File: src/rtl/gpio_pinctrl_pkg.sv
package gpio_pinctrl_pkg;

  localparam int PINS_PER_PORT = 8;
  localparam int PORT_SPAN     = 48;   // bytes per port window
  localparam int PORT_IDX_W    = 3;    // enough for seven ports

  typedef enum logic [2:0] {
    SEL_NONE,
    SEL_CTRL,
    SEL_IN,
    SEL_OUT,
    SEL_CFG,
    SEL_PULL
  } regSel_e;

  typedef enum logic [1:0] {
    MODE_IN = 2'b00,
    MODE_PP = 2'b01,
    MODE_OD = 2'b10,
    MODE_OS = 2'b11
  } pinMode_e;

  // Strobes handed from the decoder to the register datapath.
  typedef struct packed {
    logic                  wrCtrl;
    logic                  wrOut;
    logic                  wrCfg;
    logic                  wrPull;
    logic                  rdEn;
    regSel_e               sel;
    logic [PORT_IDX_W-1:0] port;
  } busStb_t;

endpackage

File: src/rtl/gpio_pinctrl_ctrl.sv
module gpio_pinctrl_ctrl
  import gpio_pinctrl_pkg::*;
#(
  parameter int NUM_PORTS = 7,
  parameter int ADDR_W    = 9
) (
  input  logic              clk,
  input  logic              rstN,
  input  logic              busWrite,
  input  logic              busRead,
  input  logic [ADDR_W-1:0] busAddr,
  output busStb_t           stb
);

  localparam logic [ADDR_W-1:0] SPAN_A  = ADDR_W'(PORT_SPAN);
  localparam logic [ADDR_W-1:0] PORTS_A = ADDR_W'(NUM_PORTS);

  logic [ADDR_W-1:0] portIdx;
  logic [ADDR_W-1:0] portBase;
  logic [ADDR_W-1:0] offs;
  logic              inRange;
  regSel_e           sel;

  always_comb begin
    portIdx  = busAddr / SPAN_A;
    portBase = portIdx * SPAN_A;
    offs     = busAddr - portBase;
    inRange  = (portIdx < PORTS_A);
  end

  always_comb begin
    sel = SEL_NONE;
    if (busAddr == '0) begin
      sel = SEL_CTRL;
    end else if (inRange) begin
      case (offs)
        ADDR_W'(8'h04): sel = SEL_IN;
        ADDR_W'(8'h08): sel = SEL_OUT;
        ADDR_W'(8'h0C): sel = SEL_CFG;
        ADDR_W'(8'h10): sel = SEL_PULL;
        default:        sel = SEL_NONE;
      endcase
    end
  end

  always_comb begin
    stb.wrCtrl = busWrite && (sel == SEL_CTRL);
    stb.wrOut  = busWrite && (sel == SEL_OUT);
    stb.wrCfg  = busWrite && (sel == SEL_CFG);
    stb.wrPull = busWrite && (sel == SEL_PULL);
    stb.rdEn   = busRead;
    stb.sel    = sel;
    stb.port   = portIdx[PORT_IDX_W-1:0];
  end

  // at most one register is written per cycle
  assert_single_write_R1: assert property (@(posedge clk) disable iff (!rstN)
    $onehot0({stb.wrCtrl, stb.wrOut, stb.wrCfg, stb.wrPull}));

  // writes beyond the fitted ports never reach a register
  assert_oob_write_dropped_R11: assert property (@(posedge clk) disable iff (!rstN)
    (busWrite && (busAddr >= ADDR_W'(NUM_PORTS * PORT_SPAN)))
      |-> !(stb.wrCtrl || stb.wrOut || stb.wrCfg || stb.wrPull));

endmodule

File: src/rtl/gpio_pinctrl_pad.sv
module gpio_pinctrl_pad
  import gpio_pinctrl_pkg::*;
(
  input  logic [1:0] mode,
  input  logic       dataBit,
  output logic       oe,
  output logic       level
);

  always_comb begin
    unique case (pinMode_e'(mode))
      MODE_PP: begin oe = 1'b1;     level = dataBit; end
      MODE_OD: begin oe = ~dataBit; level = 1'b0;    end
      MODE_OS: begin oe = dataBit;  level = 1'b1;    end
      default: begin oe = 1'b0;     level = 1'b0;    end
    endcase
  end

endmodule

File: src/rtl/gpio_pinctrl_dp.sv
module gpio_pinctrl_dp
  import gpio_pinctrl_pkg::*;
#(
  parameter int         NUM_PORTS    = 7,
  parameter logic [6:0] CORE_VERSION = 7'd5
) (
  input  logic                                clk,
  input  logic                                rstN,
  input  busStb_t                             stb,
  input  logic [31:0]                         busWdata,
  output logic [31:0]                         busRdata,
  input  logic [NUM_PORTS*PINS_PER_PORT-1:0]  padIn,
  output logic [NUM_PORTS*PINS_PER_PORT-1:0]  padOut,
  output logic [NUM_PORTS*PINS_PER_PORT-1:0]  padOe,
  output logic [NUM_PORTS*PINS_PER_PORT-1:0]  padPullEn
);

  localparam int NUM_PINS = NUM_PORTS * PINS_PER_PORT;
  localparam int CFG_W    = 2 * PINS_PER_PORT;

  logic [1:0]                                ctrlBits;
  logic [NUM_PORTS-1:0][PINS_PER_PORT-1:0]   outReg;
  logic [NUM_PORTS-1:0][CFG_W-1:0]           cfgReg;
  logic [NUM_PORTS-1:0][PINS_PER_PORT-1:0]   pullReg;
  logic [NUM_PINS-1:0]                       syncA;
  logic [NUM_PINS-1:0]                       syncB;
  logic [31:0]                               rdNext;
  logic                                      unusedWdata;

  assign unusedWdata = ^busWdata[31:CFG_W];

  always_ff @(posedge clk or negedge rstN) begin
    if (!rstN) ctrlBits <= '0;
    else if (stb.wrCtrl) ctrlBits <= busWdata[1:0];
  end

  always_ff @(posedge clk or negedge rstN) begin
    if (!rstN) begin
      syncA <= '0;
      syncB <= '0;
    end else begin
      syncA <= padIn;
      syncB <= syncA;
    end
  end

  for (genvar p = 0; p < NUM_PORTS; p++) begin : g_port
    logic hit;
    assign hit = (stb.port == PORT_IDX_W'(p));

    always_ff @(posedge clk or negedge rstN) begin
      if (!rstN) begin
        outReg[p]  <= '0;
        cfgReg[p]  <= '0;
        pullReg[p] <= '0;
      end else if (hit) begin
        if (stb.wrOut)  outReg[p]  <= busWdata[PINS_PER_PORT-1:0];
        if (stb.wrCfg)  cfgReg[p]  <= busWdata[CFG_W-1:0];
        if (stb.wrPull) pullReg[p] <= busWdata[PINS_PER_PORT-1:0];
      end
    end
  end

  for (genvar i = 0; i < NUM_PINS; i++) begin : g_pin
    localparam int PI = i / PINS_PER_PORT;
    localparam int BI = i % PINS_PER_PORT;
    gpio_pinctrl_pad u_pad (
      .mode    (cfgReg[PI][2*BI +: 2]),
      .dataBit (outReg[PI][BI]),
      .oe      (padOe[i]),
      .level   (padOut[i])
    );
    assign padPullEn[i] = ~pullReg[PI][BI];
  end

  always_comb begin
    rdNext = '0;
    if (stb.sel == SEL_CTRL) begin
      rdNext = {16'b0, 7'(NUM_PORTS), CORE_VERSION, ctrlBits};
    end else begin
      for (int p = 0; p < NUM_PORTS; p++) begin
        if (stb.port == PORT_IDX_W'(p)) begin
          case (stb.sel)
            SEL_IN:   rdNext = 32'(syncB[p*PINS_PER_PORT +: PINS_PER_PORT]);
            SEL_OUT:  rdNext = 32'(outReg[p]);
            SEL_CFG:  rdNext = 32'(cfgReg[p]);
            SEL_PULL: rdNext = 32'(pullReg[p]);
            default:  rdNext = '0;
          endcase
        end
      end
    end
  end

  always_ff @(posedge clk or negedge rstN) begin
    if (!rstN) busRdata <= '0;
    else if (stb.rdEn) busRdata <= rdNext;
  end

  // Cycles since reset, saturating, for the synchroniser check.
  logic [1:0] sinceRst;
  always_ff @(posedge clk or negedge rstN) begin
    if (!rstN) sinceRst <= '0;
    else if (sinceRst != 2'd2) sinceRst <= sinceRst + 2'd1;
  end

  // the readable input level lags the pad by exactly two edges
  assert_sync_depth_R9: assert property (@(posedge clk) disable iff (!rstN)
    (sinceRst == 2'd2) |-> (syncB == $past(padIn, 2)));

  // modes change only on a decoded mode write
  assert_cfg_hold_R3: assert property (@(posedge clk) disable iff (!rstN)
    !stb.wrCfg |=> $stable(cfgReg));

  // a mode write lands the low 16 data bits in the addressed port
  assert_cfg_load_R3: assert property (@(posedge clk) disable iff (!rstN)
    (stb.wrCfg && stb.port == '0) |=> (cfgReg[0] == $past(busWdata[CFG_W-1:0])));

  // read-only identity fields are returned on every control read
  assert_ctrl_ident_R10: assert property (@(posedge clk) disable iff (!rstN)
    (stb.rdEn && stb.sel == SEL_CTRL)
      |=> (busRdata[31:2] == {16'b0, 7'(NUM_PORTS), CORE_VERSION}));

endmodule

File: src/rtl/gpio_pinctrl.sv
module gpio_pinctrl
  import gpio_pinctrl_pkg::*;
#(
  parameter int         NUM_PORTS    = 7,
  parameter int         ADDR_W       = 9,
  parameter logic [6:0] CORE_VERSION = 7'd5
) (
  input  logic                                clk,
  input  logic                                rstN,
  input  logic                                busWrite,
  input  logic                                busRead,
  input  logic [ADDR_W-1:0]                   busAddr,
  input  logic [31:0]                         busWdata,
  output logic [31:0]                         busRdata,
  input  logic [NUM_PORTS*PINS_PER_PORT-1:0]  padIn,
  output logic [NUM_PORTS*PINS_PER_PORT-1:0]  padOut,
  output logic [NUM_PORTS*PINS_PER_PORT-1:0]  padOe,
  output logic [NUM_PORTS*PINS_PER_PORT-1:0]  padPullEn
);

  busStb_t stb;

  gpio_pinctrl_ctrl #(
    .NUM_PORTS (NUM_PORTS),
    .ADDR_W    (ADDR_W)
  ) u_ctrl (
    .clk      (clk),
    .rstN     (rstN),
    .busWrite (busWrite),
    .busRead  (busRead),
    .busAddr  (busAddr),
    .stb      (stb)
  );

  gpio_pinctrl_dp #(
    .NUM_PORTS    (NUM_PORTS),
    .CORE_VERSION (CORE_VERSION)
  ) u_dp (
    .clk       (clk),
    .rstN      (rstN),
    .stb       (stb),
    .busWdata  (busWdata),
    .busRdata  (busRdata),
    .padIn     (padIn),
    .padOut    (padOut),
    .padOe     (padOe),
    .padPullEn (padPullEn)
  );

endmodule

File: config.mk
export PLATFORM = sky130hd
export DESIGN_NAME = gpio_pinctrl
export DESIGN_NICKNAME = d
export VERILOG_FILES = /design/src/rtl/gpio_pinctrl_pkg.sv /design/src/rtl/gpio_pinctrl_ctrl.sv /design/src/rtl/gpio_pinctrl_pad.sv /design/src/rtl/gpio_pinctrl_dp.sv /design/src/rtl/gpio_pinctrl.sv
export SDC_FILE = /design/constraint.sdc
export NUM_CORES = 1
export LEC_CHECK = 0
export ABC_AREA = 1
export BUFFER_PORTS_ARGS = -buffer_cell sky130_fd_sc_hd__buf_2
export CORE_MARGIN = 4
export CORE_UTILIZATION = 51
export CTS_CLUSTER_SIZE = 10
export DETAILED_ROUTE_END_ITERATION = 16
export GPL_TIMING_DRIVEN = 1
export PLACE_DENSITY_LB_ADDON = 0.1
export SLEW_MARGIN = 5
export SYNTH_ARGS = -nofsm -noshare
export SYNTH_HDL_FRONTEND = slang
export SYNTH_HIERARCHICAL = 1
export SYNTH_SLANG_ARGS = --single-unit
File: constraint.sdc
create_clock -name clk -period 1.25 [get_ports clk]
set_clock_uncertainty 0.1 [all_clocks]
set_input_delay 0.25 -clock clk [delete_from_list [all_inputs] [get_ports clk]]
set_output_delay 0.25 -clock clk [all_outputs]
set_load 0.005 [all_outputs]
==> results.md, run 1 <==
* Post-detailed-route count of antenna-violating nets at 0
* Top cells by area, synth: dfrtp_1 53%, nand2_1 13%, o21ai_0 8.0%
* Placer's final routability congestion estimate at 0.908
* Via Count at 17700
* Placeable core area at between 30000 and 40000 um2
* # DRC at 0
* Final hold vios at 0
* Die ar. at 36100 um2
* Detailed Routing Iterations Pass 1 at 6
* Hold WC Path Type: in -> async
* Area growth from synthesis to layout at 46.7%
* Nets at 2800
* YS warnings at 6
* Htree depth at 2
* Clock latency on the worst-skew pair at about 0.54 ns
* Outcome: finished with violations
* Post-synth EDFFs at 0
* Initial Util at 51.7%
* Power Total at about 26 mW
* Failing checks: setup timing
* Most common cell in the netlist: nand2_1
* Largest stage delay, worst path at around 0.36 ns
* Slew @ Worst Pin at roughly 0.52 ns
* Main synth FF type: dfrtp_1
* CTS Sinks at 354
* CP Max Fanout at 8
* Ant diodes at 0
* Area share of the largest cell type after synthesis at ~53%
* CP Capture Type: flop
* Post-synthesis register bit count at 354
* Fmax at ~270 MHz
* FP Rows at 66
* Worst EP arrival at approximately 4 ns
* CTS tree: built
* Fin Setup TNS at -576.17 ns
* Num CTS Buffers at 42
* First-pass GRT wire length at 92900 um
* Cells after Synth at ~2100
* DP HPWL at 42400 um
* Final period util at 298%
* Vias in the first global route at around 17000
* Synth Area per Inst at between 8 and 9 um2
* Reg clk slew, reported paths at roughly 0.050 ns
* Setup ws final at -2.47 ns
* Initial antenna violation count at 1
* Clk root buf: clkbuf_16
* Headroom to the max-slew limit at 65.1%
* WP data required at between 1.5 and 2 ns
* Type of origin of the critical path: primary input
* CP max-delay cell: ha_1
* Die height at approximately 190 um
* Synth cell count leaders: 569 x nand2_1, 354 x dfrtp_1, 278 x inv_1
* Yosys top cell by area: dfrtp_1
* Wirelength, routed at 64400 um
* Clk buf depth at 3
* Drt wl/cell at ~20 um
* PwrDens at 1040 nW/um2
* Post-synthesis async set-or-reset flop share at 100%
* Most frequent CP cell: nand2_1
* Count of cell types in the netlist at 35
* GRT Resource Usage Total at between 30% and 40%
* Seq/Total Area, Yosys at between 50% and 60%
* Die W at ~190 um
* Vias/cell at approximately 5.6
* Iteration-0 DRC Markers at roughly 2100
* Fin. max-slew vios at 0
* Number of max-cap violations at 0
* Setup Viol. Count Final at 426
* Share of cells above drive strength 1 at between 30% and 40%
* VDD IR max at between 1 and 1.5 mV
* Top Ports at between 300 and 400
* IO buf count at 268
* Leak at roughly 12 nW
* Setup CP Type: in -> reg
* Grt total ovfl at 0
* Pin count of the biggest net entering global routing at between 70 and 80
* Synth Cell Area at ~17000 um2
* RSZ-0062 raised after global routing: true
* Filler Cells Inserted at between 2000 and 2500
* Tmin final at between 3 and 4 ns
==> worst paths after layout <==
path,start,end,slack [ns],cells past startpoint
max,busAddr[8],u_dp/busRdata[6],-2.47,34
max reg2reg,u_dp/outReg[6],u_dp/busRdata[6],-0.31,10
min in group clk,busWdata[10],u_dp/cfgReg[58],0.03,3
min,rstN,u_dp/cfgReg[29],0.02,2
max in group asynchronous,rstN,u_dp/cfgReg[24],0.34,3
min reg2reg,u_dp/syncA[42],u_dp/syncB[42],0.24,0
==> flip-flops by register name (all words and copies together) (netlist names) <==
name	flops
u_dp/cfgReg	112
u_dp/syncA	56
u_dp/ctrlBits	2
u_dp/syncB	56
u_dp/busRdata	16
u_dp/pullReg	56
u_dp/outReg	56
==> per-layer routing <==
layer,track usage (%),wire (um),share of wire [%],up-vias
met5,0,15,0.023,-
met4,11.7,3010,4.7,2
met3,6.97,7310,11,216
met2,51.9,29200,45,1099
met1,46.4,24900,39,8452
li1,-,-,-,7967
==> kinds of logic after synthesis <==
logic type      count (synthesis)  share of synthesized area (%)
simple gates                  920                           23.2
compound gates                407                           13.9
buf+inv                       399                           9.50
flops                         354                           52.5
fa+ha+maj                       9                          0.756
xor+xnor                        2                          0.104
other cells                     1                         0.0222
==> cell usage in the layout, fill, tap and decap left out, types with 3 or more instances in the layout <==
master         count
nand2_2           64
nand3_4            4
nor2_4            11
clkbuf_1           9
clkbuf_16         53
buf_2            264
a21oi_1           25
inv_1            272
nand2_1          471
a31oi_1            5
buf_6             30
o21ai_0          144
a21oi_2           66
o211ai_1           7
nand2_8           18
nand2_4           31
nand4_1           32
buf_12            56
nand3_2           17
a41oi_1            3
nand3_1          232
buf_8              7
o21ai_2           45
conb_1            16
inv_2             10
ha_1               5
buf_4            207
dlygate4sd3_1     60
nor2_2             4
nor2_1            38
o2111ai_1          5
o21ai_1           87
dfrtp_1          354
a22o_1             4
a22oi_1            9
==> worst max-delay path: cells and delay by family <==
| kind | cells | cell delay, ns |
|---|---|---|
| xor+xnor | 1 | 0.15 |
| buf+inv | 7 | 0.59 |
| compound gates | 3 | 0.35 |
| simple gates | 20 | 1.90 |
| fa+ha+maj | 3 | 0.82 |
==> power breakdown <==
group / switching (mW) / internal, mW
sequential: 0.229 / 11.8
clock: 4.57 / 6.27
combinational: 1.75 / 1.16
==> area by class of cell <==
| class | instances | area, um2 | share of cell area, % |
|---|---|---|---|
| multi-input cells | 1365 | 7690 | 31.1 |
| inverters | 289 | 1130 | 4.56 |
| well taps | 442 | 553 | 2.23 |
| repair buffers | 637 | 5350 | 21.6 |
| repair inverters | 1 | 6.26 | 0.0253 |
| clock buffers | 54 | 1140 | 4.60 |
| flip-flops and latches | 354 | 8860 | 35.8 |
| clock inverters | 2 | 13.8 | 0.0556 |
==> timing repair <==
| action | in CTS | in global routing |
|---|---|---|
| buffers inserted | 31 | 14 |
| cloned | 11 | 15 |
| endpoints found under the hold margin | 412 | 0 |
| endpoints found under the setup margin | 426 | 426 |
| gates resized for setup | 102 | 243 |
| pin swaps | 62 | 57 |
| hold buffers | 60 | 0 |
==> through the flow <==
stage / cell area [um2] / hold WS, ns / setup WS, ns / util, % / cells
after floorplan: 17400 / -0.146 / -2.46 / - / 2107
after global placement: 21100 / -0.0448 / -3.25 / 64.7 / 2965
after detailed placement: 21100 / -0.0451 / -3.35 / 64.7 / 2965
after CTS: 23600 / 0.00156 / -2.37 / 72.4 / 3119
after global routing: 24700 / 0.0208 / -2.68 / 75.9 / 3144
final: 24700 / 0.0174 / -2.47 / 75.9 / 3144
No activity file was read; power rests on OpenSTA's default activity.
==> run 2: changes to the inputs <==
REMOVE_ABC_BUFFERS = 1   (was not set)
clock period = 3.2 ns   (was 1.25 ns; I/O delays follow)
==> results.md, run 2 (synthesis results as in run 1) <==
* Outcome: finished with violations
* Failing checks: hold timing, setup timing
* DP HPWL at 38700 um (-8.7%)
* Die height at 190 um (unchanged)
* # DRC at 0 (unchanged)
* VDD IR max at 0.619 mV (-50%)
* Flop pwr share at 48.2% (+1.6 points)
* Hold WC Path Type: in -> async
* Combinational power share at 9.0% (-2.3 points)
* Clock latency on the worst-skew pair at 0.53 ns (about the same)
* Final hold vios at 8 (+8)
* Post-detailed-route count of antenna-violating nets at 0 (unchanged)
* Routed length on met2 at 25200 um (-14%)
* Placed insts at 2818 (-5.0%)
* Die W at 190 um (unchanged)
* Initial Util at 51.7% (unchanged)
* Fin Setup TNS at -109.38 ns (+466.79 ns)
* Initial antenna violation count at 0 (-1)
* CTS Sinks at 354 (unchanged)
* Area growth from synthesis to layout at 29.1%
* Setup ws final at -0.696 ns (+1.78 ns)
* Tmin final at about 3.9 ns
* Leak at 10.0 nW (-13%)
* Worst EP arrival at 4.18 ns (+0.13 ns)
* Fmax at approximately 260 MHz
* Clk root buf: clkbuf_16
* Final period util at 122%
* Top Ports at 301 (unchanged)
* Htree depth at 2 (unchanged)
* Most common cell after layout, fill and taps aside: nand2_1
* WP data required at 3.48 ns (+1.90 ns)
* Iteration-0 DRC Markers at 1531 (-26%)
* Filler Cells Inserted at 2707 (+19%)
* Clock share of power at 42.8% (+0.7 points)
* Max reg flops at 112 (unchanged)
* Quantity of hold-fixing buffers added after cts at 0 (-100%)
* First-pass GRT wire length at 83700 um (-9.9%)
* GRT Resource Usage Total at 29.6% (-3.7 points)
* Metal3 WL at 4510 um (-38%)
* Share of cells above drive strength 1 at 26.7% (-7.3 points)
* Wirelength, routed at 54700 um (-15%)
* Type of origin of the critical path: primary input
* Die ar. at 36100 um2 (unchanged)
* PwrDens at 447 nW/um2 (-57%)
* Vias in the first global route at 15500 (-6.3%)
* Area occupied by multi-input gates at 7080 um2 (-8.0%)
* Grt total ovfl at 0 (unchanged)
* Nets at 2561 (-8.5%)
* Slew @ Worst Pin at 0.978 ns (+0.455 ns)
* Largest Register: u_dp/cfgReg
* Placer's final routability congestion estimate at 0.917 (+0.98%)
* Net Sw Frac at 24.4% (-1.0 points)
* Fin. max-slew vios at 0 (unchanged)
* CP Max Fanout at 8 (unchanged)
* Hold slack at -0.0366 ns (-0.0540 ns)
* Psw at 2.38 mW (-64%)
* Ant diodes at 0 (unchanged)
* Num CTS Buffers at 42 (unchanged)
* RSZ-0062 raised after global routing: true
* Placeable core area at 32600 um2 (unchanged)
* Number of max-cap violations at 0 (unchanged)
* Max Used Layer: met4
* Clk buf depth at 3 (unchanged)
* Via Count at 16100 (-9.2%)
* Pin count of the biggest net entering global routing at 73 (-2.7%)
* Vias/cell at 5.55 (-1.6%)
* DRT met1 WL at 22900 um (-7.9%)
* Register area at 8860 um2 (unchanged)
* Most frequent cells in the layout: 522 x nand2_1, 354 x dfrtp_1, 270 x inv_1, 265 x buf_2, 240 x nand3_1
* CP Capture Type: flop
* Setup Viol. Count Final at 242 (-43%)
* FP Rows at 66 (unchanged)
* Int Power at 7.36 mW (-62%)
* Headroom to the max-slew limit at 34.7% (-30 points)
* IO buf count at 268 (unchanged)
* Detailed Routing Iterations Pass 1 at 5 (-1)
* Post-Layout Cell Count at 2902 (-7.7%)
* Setup CP Type: in -> reg
* Drt wl/cell at 18.9 um (-7.9%)
* CTS tree: built
* Reg clk slew, reported paths at 0.06 ns (about the same)
-- run 2: final timing paths --
check                                start                to  slack [ns]  depth (start not counted)
max reg2reg                u_dp/outReg[13]  u_dp/busRdata[5]        1.66                         10
max in group asynchronous             rstN   u_dp/cfgReg[70]        2.22                          2
min reg2reg                 u_dp/syncA[55]    u_dp/syncB[55]        0.24                          0
max                             busAddr[7]   u_dp/outReg[42]       -0.70                         27
min in group clk                  padIn[3]     u_dp/syncA[3]        0.11                          1
min                                   rstN   u_dp/cfgReg[27]       -0.04                          1
-- run 2: timing repair --
action	4_1_cts	5_1_grt
resized for setup	179	85
endpoints found under the hold margin	0	0
gates cloned	8	3
buffers inserted	15	6
pin swaps	40	36
endpoints found under the setup margin	242	242
-- run 2: cell type report --
class	count	share of cell area [%]
multi-input combinational	1357	32.5
tap	442	2.54
inverter	289	5.06
timing repair buffer	407	13.9
clock buffer	49	5.14
sequential	354	40.7
clock inverter	4	0.207
-- run 2: layer usage --
layer  global-route usage, %  up-vias
met5                       0        -
li1                        -     7449
met2                    47.0      754
met1                    41.7     7771
met3                    4.11      137
met4                    11.3        0
-- run 2: power groups by stage --
stage / clock (mW) / sequential, mW / combinational, mW
after global placement: 0 / 4.77 / 0.729
after detailed placement: 0 / 4.77 / 0.744
after global routing: 4.41 / 4.70 / 0.970
after CTS: 4.23 / 4.69 / 0.816
final: 4.16 / 4.70 / 0.879
after floorplan: 0 / 4.73 / 0.348
-- run 2: metrics by stage --
step | utilization [%] | setup WS [ns] | hold WS [ns] | area [um2] | power, mW
finish | 66.8 | -0.696 | -0.0366 | 21800 | 9.74
global route | 66.8 | -0.909 | 0.0166 | 21800 | 10.1
CTS | 65.6 | -0.753 | 0.00402 | 21400 | 9.74
detailed placement | 59.7 | -1.73 | 0.236 | 19500 | 5.51
global placement | 59.7 | -1.61 | 0.232 | 19500 | 5.50
floorplan | - | -2.16 | 0.231 | 16400 | 5.08
-- run 2: critical path, cell delays in order --
cell and delay, ns:
buf_8 0.11, nor2_4 0.14, inv_2 0.05, nand2_2 0.07, nand3_2 0.10, nand2_1 0.08
nand2_2 0.07, ha_4 0.16, inv_2 0.05, fa_2 0.44, ha_4 0.33, nand3_2 0.09
nand3_1 0.11, nand3_2 0.11, nor2_4 0.15, nand3_1 0.10, nor2_2 0.13, buf_6 0.15
buf_4 0.12, buf_6 0.10, nand2_1 0.06, nor2_2 0.13, buf_6 0.17, nand2_4 0.08
bufbuf_16 0.30, nand2_1 0.05, o21ai_0 0.07
==> run 3: changes to the inputs <==
==> constraint.sdc (replaced) <==
create_clock -name clk -period 3.2 [get_ports clk]
set_clock_uncertainty 0.1 [all_clocks]
set_input_delay 0.48 -clock clk [delete_from_list [all_inputs] [get_ports clk]]
set_output_delay 0.48 -clock clk [all_outputs]
set_load 0.005 [all_outputs]
==> results.md, run 3 (synthesis results as in run 1) <==
* Headroom to the max-slew limit at 24.4% (-10 points)
* Vias in the first global route at 16100 (+3.7%)
* Psw at 2.48 mW (+4.3%)
* Area growth from synthesis to layout at 40.8%
* Share of cells above drive strength 1 at 32.6% (+5.9 points)
* Post-Layout Cell Count at 2999 (+3.3%)
* Placed insts at 2819 (+0.035%)
* Tmin final at 3.98 ns (+0.0840 ns)
* Fin. max-slew vios at 0 (unchanged)
* Via Count at 17200 (+7.0%)
* DRT met1 WL at 24200 um (+5.7%)
* Setup Viol. Count Final at 242 (unchanged)
* Hold slack at 0.0366 ns (+0.0732 ns)
* Largest stage delay, worst path at 0.54 ns (+0.10 ns)
* Clk buf depth at 3 (unchanged)
* Leak at 10.7 nW (+7.3%)
* Hold WC Path Type: in -> reg
* Ant diodes at 0 (unchanged)
* Iteration-0 DRC Markers at 1971 (+29%)
* Int Power at 7.48 mW (+1.6%)
* Max reg flops at 112 (unchanged)
* RSZ-0062 raised after global routing: true
* Routed length on met2 at 28400 um (+13%)
* Final period util at 124% (+2.6 points)
* Vias/cell at 5.75 (+3.6%)
* Final hold vios at 0 (-8)
* DP HPWL at 38900 um (+0.38%)
* VDD IR max at 0.433 mV (-30%)
* Initial antenna violation count at 0 (unchanged)
* Largest Register: u_dp/cfgReg
* FP Rows at 66 (unchanged)
* # DRC at 0 (unchanged)
* Slew @ Worst Pin at 1.13 ns (+0.155 ns)
* Most frequent cells in the layout: 416 x nand2_1, 354 x dfrtp_1, 270 x inv_1, 268 x buf_2, 239 x nand3_1
* Initial Util at 51.7% (unchanged)
* Failing checks: setup timing
* Top Ports at 301 (unchanged)
* Clock latency on the worst-skew pair at 0.53 ns (about the same)
* Die W at 190 um (unchanged)
* Net Sw Frac at 24.9% (+0.49 points)
* Most frequent CP cell: nand2_1
* Number of max-cap violations at 0 (unchanged)
* Final non-filler cell area at 23800 um2 (+9.1%)
* Clk root buf: clkbuf_16
* Setup ws final at -0.780 ns (-0.0840 ns)
* Die height at 190 um (unchanged)
* Clock share of power at 42.9% (about the same)
* First-pass GRT wire length at 89600 um (+7.0%)
* Wirelength, routed at 61100 um (+12%)
* Drt wl/cell at 20.4 um (+8.0%)
* IO buf count at 268 (unchanged)
* Placer's final routability congestion estimate at 0.940 (+2.6%)
* Fmax at 251 MHz (-2.1%)
* Worst EP arrival at 4.30 ns (+0.12 ns)
* Post-detailed-route count of antenna-violating nets at 0 (unchanged)
* Combinational power share at 9.9% (+0.9 points)
* Flop pwr share at 47.2% (-1.0 points)
* Nets at 2655 (+3.7%)
* CP Max Fanout at 10 (+2)
* Detailed Routing Iterations Pass 1 at 6 (+1)
* Reg clk slew, reported paths at 0.05 ns (about the same)
* Outcome: finished with violations
* Grt total ovfl at 0 (unchanged)
* Final Core Density at 72.9% (+6.1 points)
* WP data required at 3.52 ns (+0.04 ns)
* Placeable core area at 32600 um2 (unchanged)
* CTS tree: built
* Placed inst area at 19400 um2 (-0.22%)
* GRT Resource Usage Total at 31.7% (+2.1 points)
* Pin count of the biggest net entering global routing at 73 (unchanged)
* Die ar. at 36100 um2 (unchanged)
* Type of origin of the critical path: primary input
* Metal3 WL at 5820 um (+29%)
* PwrDens at 419 nW/um2 (-6.3%)
* Most common cell after layout, fill and taps aside: nand2_1
* Fin Setup TNS at -140.22 ns (-30.84 ns)
* CP Capture Type: flop
* Num CTS Buffers at 42 (unchanged)
* CTS Sinks at 354 (unchanged)
* Setup CP Type: in -> reg
* CP max-delay cell: fa_2
* Max Used Layer: met4
* Htree depth at 2 (unchanged)
run 3: cell types whose count changed in the layout (fill, tap and decap cells not counted), sizes merged:
cell / before / now
clkinv: 3 / 1
nor2: 54 / 55
nand2: 574 / 575
bufbuf: 1 / 0
dlygate4sd3: 0 / 56
buf: 406 / 437
clkinvlp: 1 / 0
clkbuf: 49 / 61
run 3: metal layers:
layer,GRT usage [%],vias up
li1,-,7671
met1,44.6,8343
met2,49.9,1041
met3,4.79,190
met4,12.4,0
met5,0,-
run 3: power by group through the flow:
stage / clock (mW) / sequential [mW] / combinational [mW]
after floorplan: 0 / 4.73 / 0.348
after global placement: 0 / 4.77 / 0.726
after detailed placement: 0 / 4.77 / 0.744
after CTS: 4.29 / 4.69 / 0.909
after global routing: 4.49 / 4.71 / 1.08
final: 4.27 / 4.70 / 0.985
run 3: what timing repair did:
action	in CTS	in global routing
setup endpoints to repair	242	242
pin swaps	54	29
hold endpoints to repair	121	0
hold buffers	56	0
gates resized for setup	293	353
buffers inserted	29	12
gates cloned	21	8
run 3: path summary, 6_finish.rpt:
check / slack (ns) / cells after the start / endpoint / from
worst min-delay path: 0.04 / 1 / u_dp/syncA[30] / padIn[30]
worst max register to register: 1.55 / 10 / u_dp/busRdata[6] / u_dp/cfgReg[6]
max in group asynchronous: 1.73 / 3 / u_dp/pullReg[23] / rstN
worst min register to register: 0.24 / 0 / u_dp/syncB[13] / u_dp/syncA[13]
min in group asynchronous: 0.40 / 2 / u_dp/cfgReg[27] / rstN
worst max-delay path: -0.78 / 32 / u_dp/busRdata[6] / busAddr[7]
run 3: per-stage QoR:
| step | setup slack [ns] | power (mW) |
|---|---|---|
| after floorplan | -2.00 | 5.08 |
| after CTS | -0.578 | 9.90 |
| after global placement | -1.49 | 5.49 |
| after detailed placement | -1.68 | 5.51 |
| final | -0.780 | 9.96 |
| after global routing | -0.986 | 10.3 |
run 3: layout make-up:
type | count | area, um2
clock inverters | 1 | 8.76
multi-input cells | 1359 | 7870
clock buffers | 55 | 1160
well taps | 442 | 553
repair buffers | 499 | 4200
inverters | 289 | 1120
flip-flops and latches | 354 | 8860
fillers | 2395 | 8850
run 3: critical path: cells and delay by family:
family	cells	cell delay [ns]
adders and majority gates	3	0.89
AOI/OAI and AO/OA	3	0.44
and+or+nand+nor	22	2.04
buffers and inverters	4	0.43
